[config.mk]
export PLATFORM = sky130hd
export DESIGN_NAME = bshift_top
export DESIGN_NICKNAME = d
export VERILOG_FILES = /design/src/rtl/bshift_pkg.sv /design/src/rtl/bshift_decode.sv /design/src/rtl/bshift_stage.sv /design/src/rtl/bshift_top.sv
export SDC_FILE = /design/constraint.sdc
export NUM_CORES = 1
export LEC_CHECK = 0
export ABC_AREA = 1
export ABC_CLOCK_PERIOD_IN_PS = 2900
export CORE_MARGIN = 2
export CORE_UTILIZATION = 35
export DETAILED_ROUTE_END_ITERATION = 7
export GPL_TIMING_DRIVEN = 0
export SETUP_SLACK_MARGIN = 0.15
export SYNTH_ARGS = -nofsm -noshare
export SYNTH_HDL_FRONTEND = slang
export SYNTH_HIERARCHICAL = 1
export SYNTH_SLANG_ARGS = --single-unit
[constraint.sdc]
create_clock -name vclk -period 2.9
set_input_delay 0.58 -clock vclk [all_inputs]
set_output_delay 0.58 -clock vclk [all_outputs]
set_load 0.01 [all_outputs]
[src/rtl/bshift_pkg.sv]
package bshift_pkg;

    typedef enum logic [2:0] {
        OP_SLL  = 3'b000,
        OP_SRL  = 3'b001,
        OP_SLA  = 3'b010,
        OP_SRA  = 3'b011,
        OP_ROL  = 3'b100,
        OP_ROR  = 3'b101,
        OP_NOP6 = 3'b110,
        OP_NOP7 = 3'b111
    } shop_e;

    typedef enum logic [1:0] {
        FILL_ZERO = 2'd0,
        FILL_SIGN = 2'd1,
        FILL_WRAP = 2'd2
    } fill_e;

    typedef struct packed {
        logic  active;
        logic  to_left;
        fill_e fill;
    } shctl_t;

    function automatic shctl_t decode_op(shop_e op);
        shctl_t c;
        c.active  = 1'b1;
        c.to_left = 1'b0;
        c.fill    = FILL_ZERO;
        case (op)
            OP_SLL, OP_SLA: c.to_left = 1'b1;
            OP_SRL:         c.to_left = 1'b0;
            OP_SRA:         c.fill    = FILL_SIGN;
            OP_ROL: begin
                c.to_left = 1'b1;
                c.fill    = FILL_WRAP;
            end
            OP_ROR:         c.fill    = FILL_WRAP;
            default:        c.active  = 1'b0;
        endcase
        return c;
    endfunction

endpackage

[src/rtl/bshift_decode.sv]
module bshift_decode
    import bshift_pkg::*;
(
    input  logic [2:0] op_code,
    output shctl_t     ctl
);

    always_comb begin
        ctl = decode_op(shop_e'(op_code));
    end

    // sign fill only ever travels rightwards; wrap/zero never idle modes
    always_comb begin
        if (ctl.fill == FILL_SIGN) begin
            AST_SIGN_FILL_RIGHT: assert (!ctl.to_left) else $error("sign fill on left move");
        end
    end

endmodule

[src/rtl/bshift_stage.sv]
module bshift_stage
    import bshift_pkg::*;
#(
    parameter int W    = 8,
    parameter int STEP = 1
) (
    input  logic [W-1:0] stage_in,
    input  logic         take,
    input  shctl_t       ctl,
    input  logic         sign_bit,
    output logic [W-1:0] stage_out
);

    logic [W-1:0] from_low;   // candidate when moving left
    logic [W-1:0] from_high;  // candidate when moving right
    logic         wrap_on;
    logic         sign_on;

    assign wrap_on = (ctl.fill == FILL_WRAP);
    assign sign_on = (ctl.fill == FILL_SIGN);

    for (genvar i = 0; i < W; i++) begin : g_cell
        if (i >= STEP) begin : g_lo_in
            assign from_low[i] = stage_in[i-STEP];
        end else begin : g_lo_fill
            assign from_low[i] = wrap_on & stage_in[i-STEP+W];
        end

        if (i + STEP < W) begin : g_hi_in
            assign from_high[i] = stage_in[i+STEP];
        end else begin : g_hi_fill
            assign from_high[i] = wrap_on ? stage_in[i+STEP-W] : (sign_on & sign_bit);
        end

        assign stage_out[i] = !take ? stage_in[i] : (ctl.to_left ? from_low[i] : from_high[i]);
    end

    always_comb begin
        if (take && wrap_on) begin
            AST_STAGE_WRAP_KEEPS_ONES: assert ($countones(stage_out) == $countones(stage_in)) else $error("wrap stage lost bits");
        end
        if (take && ctl.to_left && !wrap_on) begin
            AST_STAGE_LEFT_ZERO_FILL: assert (stage_out[STEP-1:0] == '0) else $error("left fill not zero");
        end
    end

endmodule

[src/rtl/bshift_top.sv]
module bshift_top
    import bshift_pkg::*;
#(
    parameter int W  = 8,
    parameter int AW = $clog2(W)
) (
    input  logic          en,
    input  logic [2:0]    op_code,
    input  logic [AW-1:0] amt,
    input  logic [W-1:0]  din,
    output logic [W-1:0]  dout
);

    localparam int NSTAGE = AW;

    shctl_t       ctl;
    logic [W-1:0] chain [0:NSTAGE];

    bshift_decode u_dec (
        .op_code (op_code),
        .ctl     (ctl)
    );

    assign chain[0] = din;

    for (genvar k = 0; k < NSTAGE; k++) begin : g_stage
        bshift_stage #(
            .W    (W),
            .STEP (1 << k)
        ) u_stg (
            .stage_in  (chain[k]),
            .take      (amt[k] & ctl.active),
            .ctl       (ctl),
            .sign_bit  (din[W-1]),
            .stage_out (chain[k+1])
        );
    end

    assign dout = en ? chain[NSTAGE] : '0;

    always_comb begin
        if (!en) begin
            AST_DISABLED_ZERO: assert (dout == '0) else $error("output live while disabled");
        end
        if (en && amt == '0) begin
            AST_ZERO_AMT_PASS: assert (dout == din) else $error("zero amount altered data");
        end
        if (en && (op_code == OP_ROL || op_code == OP_ROR)) begin
            AST_ROT_KEEPS_ONES: assert ($countones(dout) == $countones(din)) else $error("rotate changed popcount");
        end
        if (en && op_code == OP_SRA) begin
            AST_SRA_SIGN_KEPT: assert (dout[W-1] == din[W-1]) else $error("sign bit lost");
        end
        if (en && op_code == OP_SRL && amt != '0) begin
            AST_SRL_TOP_ZERO: assert (dout[W-1] == 1'b0) else $error("logical right top bit set");
        end
        if (en && op_code[2:1] == 2'b11) begin
            AST_SPARE_PASS: assert (dout == din) else $error("spare code altered data");
        end
    end

endmodule

==> qor.yml, run 1 <==
die:
  dieArea_sq_um: 2380
  initial_core_util: 0.365
  io_pins: 23
  chipHeight_um: 48.7
  num_rows: 16
  die_w_um: 48.7
  core_area_sq_um: 1920
routing:
  drt_pre_antenna_iters: 4
  drt-total-wl_um: 2470
  remaining_drc_errors: 0
  viasPerCell: 4.92
  drtIter0Drc: 19
  num_vias: 1052
  antenna_left: 0
  wl_per_cell_um: 11.5
grt:
  grt_pass1_wl_um: 4040
  grt_overflow: 0
  grt_pass1_vias: 973
  track_usage: 0.201
  grt_max_degree: 11
  antenna_found_initial: 0
synthesis:
  synth.area.top_cells: "nand2_1 (17%), nor2_1 (15%), inv_1 (13%)"
  netlist_area_sq_um: 701
  yosysSeqAreaShare: 0
  netlist.area_leader.share: 0.171
  synth_nets: 165
  yosysWarnings: 6
  yosysUniqueCellTypes: 17
  synth.most_common_cell: "nand2_1"
  avgSynthCellArea_sq_um: 4.67
  yosysTopAreaCell: "nand2_1"
  netlist_instances: 150
  synthTopCellsByCount: "nand2_1 (32), nor2_1 (28), inv_1 (24), o21ai_0 (15), nand3_1 (14)"
sta:
  period_share: 0.934
  finalCriticalPeriod_ns: 2.71
  slew_viol_final: 0
  hold_viol_final: 0
  holdWs_ns: 1.51
  fmax_mhz: 369
  maxSlewHeadroom: 0.811
  setup_viol: 0
  finalSetupTns_ns: 0
  worst_slew_pin_slew_ns: 0.283
  grt_setup_unrepaired: "true"
critical_path:
  critPathLaunchType: "primary input"
  cp_data_arrival_time_ns: 2.13
  crit_fanout: 6
  critPathKind: "primary input to primary output"
  endpoint_kind: "primary output"
  crit_required_ns: 2.32
cts:
  hold_buffers: 0
outcome:
  outcome: "completed"
layout:
  layoutNonFillerInstCount: 214
  synthToLayoutAreaGrowth_pct: 68.4
  design.seq.count: 0
  register_area_sq_um: 0
  antenna_cells: 0
  drive_gt1_frac: 0.358
  fin_nets: 204
  final.clkbuf_count: 0
pwr:
  powerDensity_nw_per_um2: 190
  p_leak_nw: 0.634
  irDropWorstVdd_uv: 91.6
flow_run:
  cap_violations: 0
hold_path:
  hold_class: "primary input to primary output"
place:
  place_hpwl_um: 1590
  gp_congestion: 0.808
  dpl.cell_count: 199
  port_buffers: 22
==> through the flow <==
step | instance area [sq um] | utilization | setup slack (ns) | total power [mW]
after floorplan | 704 | - | 0.316 | 0.113
after global placement | 958 | 0.499 | -0.983 | 0.175
after detailed placement | 958 | 0.499 | -1.02 | 0.177
after CTS | 1070 | 0.559 | 0.154 | 0.199
after global routing | 1180 | 0.614 | 0.0318 | 0.247
final | 1180 | 0.614 | 0.192 | 0.224
==> placed cells by master (no fill, tap or decap) <==
cell type,synthesis,layout
nor2_4,1,4
dlygate4sd2_1,0,4
clkbuf_2,0,2
buf_6,3,6
buf_2,1,5
clkdlybuf4s50_1,0,2
nand2_2,2,4
dlymetal6s2s_1,0,4
a21oi_4,0,2
o21ai_2,0,3
nor2_1,28,25
buf_4,0,13
clkdlybuf4s15_1,0,1
clkdlybuf4s15_2,0,1
inv_2,4,3
nand4_1,1,1
nand2_1,32,28
o21ai_0,15,4
clkinvlp_4,0,1
a21oi_2,6,12
a21oi_1,8,1
nand3_1,14,14
o22ai_2,0,3
inv_4,1,4
buf_12,0,1
inv_6,1,1
inv_1,24,22
nand2_4,0,2
o21ai_1,6,14
==> area by class of cell <==
cell class	instances	area [sq um]
tap	27	33.8
multi-input combinational	117	664
timing repair buffer	35	308
buffer	4	38.8
fill	207	742
inverter	30	128
timing repair inverter	1	7.51
==> report_power, final <==
part	switching [mW]	internal, mW	total (mW)	leakage, nW
combinational	0.126	0.0982	0.224	0.634
sequential	0	0	0	0
clock	0	0	0	0
==> cells by family (layout without fill, tap and decap cells) <==
| logic type | after synthesis | in the layout | share of synthesized area |
|---|---|---|---|
| AOI/OAI and AO/OA | 38 | 39 | 0.309 |
| buffers and inverters | 34 | 70 | 0.227 |
| and+or+nand+nor | 78 | 78 | 0.464 |
==> critical path, stage by stage <==
cell and delay, ns:
buf_12 0.12, a21oi_4 0.28, o21ai_1 0.14, o21ai_2 0.15, buf_4 0.14, nor2_1 0.04
o21ai_1 0.13, inv_1 0.09, a21oi_2 0.11, nor2_1 0.06, nor2_1 0.09, nand2_1 0.06
inv_1 0.04, buf_2 0.11
==> repair_timing <==
| item | in CTS | in global routing |
|---|---|---|
| hold endpoints to repair | 0 | 0 |
| cloned | 2 | 0 |
| endpoints found under the setup margin | 8 | 8 |
| resized for setup | 73 | 33 |
| pin swaps | 13 | 14 |
| buffers inserted | 8 | 5 |
==> worst paths after layout <==
kind,from,endpoint,slack (ns),cells after the start
setup / recovery,op_code[1],dout[7],0.19,14
hold / removal,en,dout[0],1.51,4
==> per-layer routing <==
metal	track usage	share of wire	vias up
met1	0.240	0.43	467
li1	-	-	560
met2	0.395	0.54	25
met3	0.00617	0.034	0
met5	0	0	-
met4	0.0381	0	0
No activity file was read; power rests on OpenSTA's default activity.
==> run 2, diff against run 1 <==
--- a/config.mk
+++ b/config.mk
@@ -7,6 +7,7 @@
 export LEC_CHECK = 0
 export ABC_AREA = 1
 export ABC_CLOCK_PERIOD_IN_PS = 2900
+export CAP_MARGIN = 15
 export CORE_MARGIN = 2
 export CORE_UTILIZATION = 35
 export DETAILED_ROUTE_END_ITERATION = 7
==> results of run 2 <==
No change in the layout: final DEF, timing and power equal those of run 1.
==> run 3, diff against run 2 <==
--- a/config.mk
+++ b/config.mk
@@ -11,6 +11,7 @@
 export CORE_MARGIN = 2
 export CORE_UTILIZATION = 35
 export DETAILED_ROUTE_END_ITERATION = 7
+export GPL_ROUTABILITY_DRIVEN = 1
 export GPL_TIMING_DRIVEN = 0
 export SETUP_SLACK_MARGIN = 0.15
 export SYNTH_ARGS = -nofsm -noshare
==> results of run 3 <==
No change in the layout: final DEF, timing and power equal those of run 1.
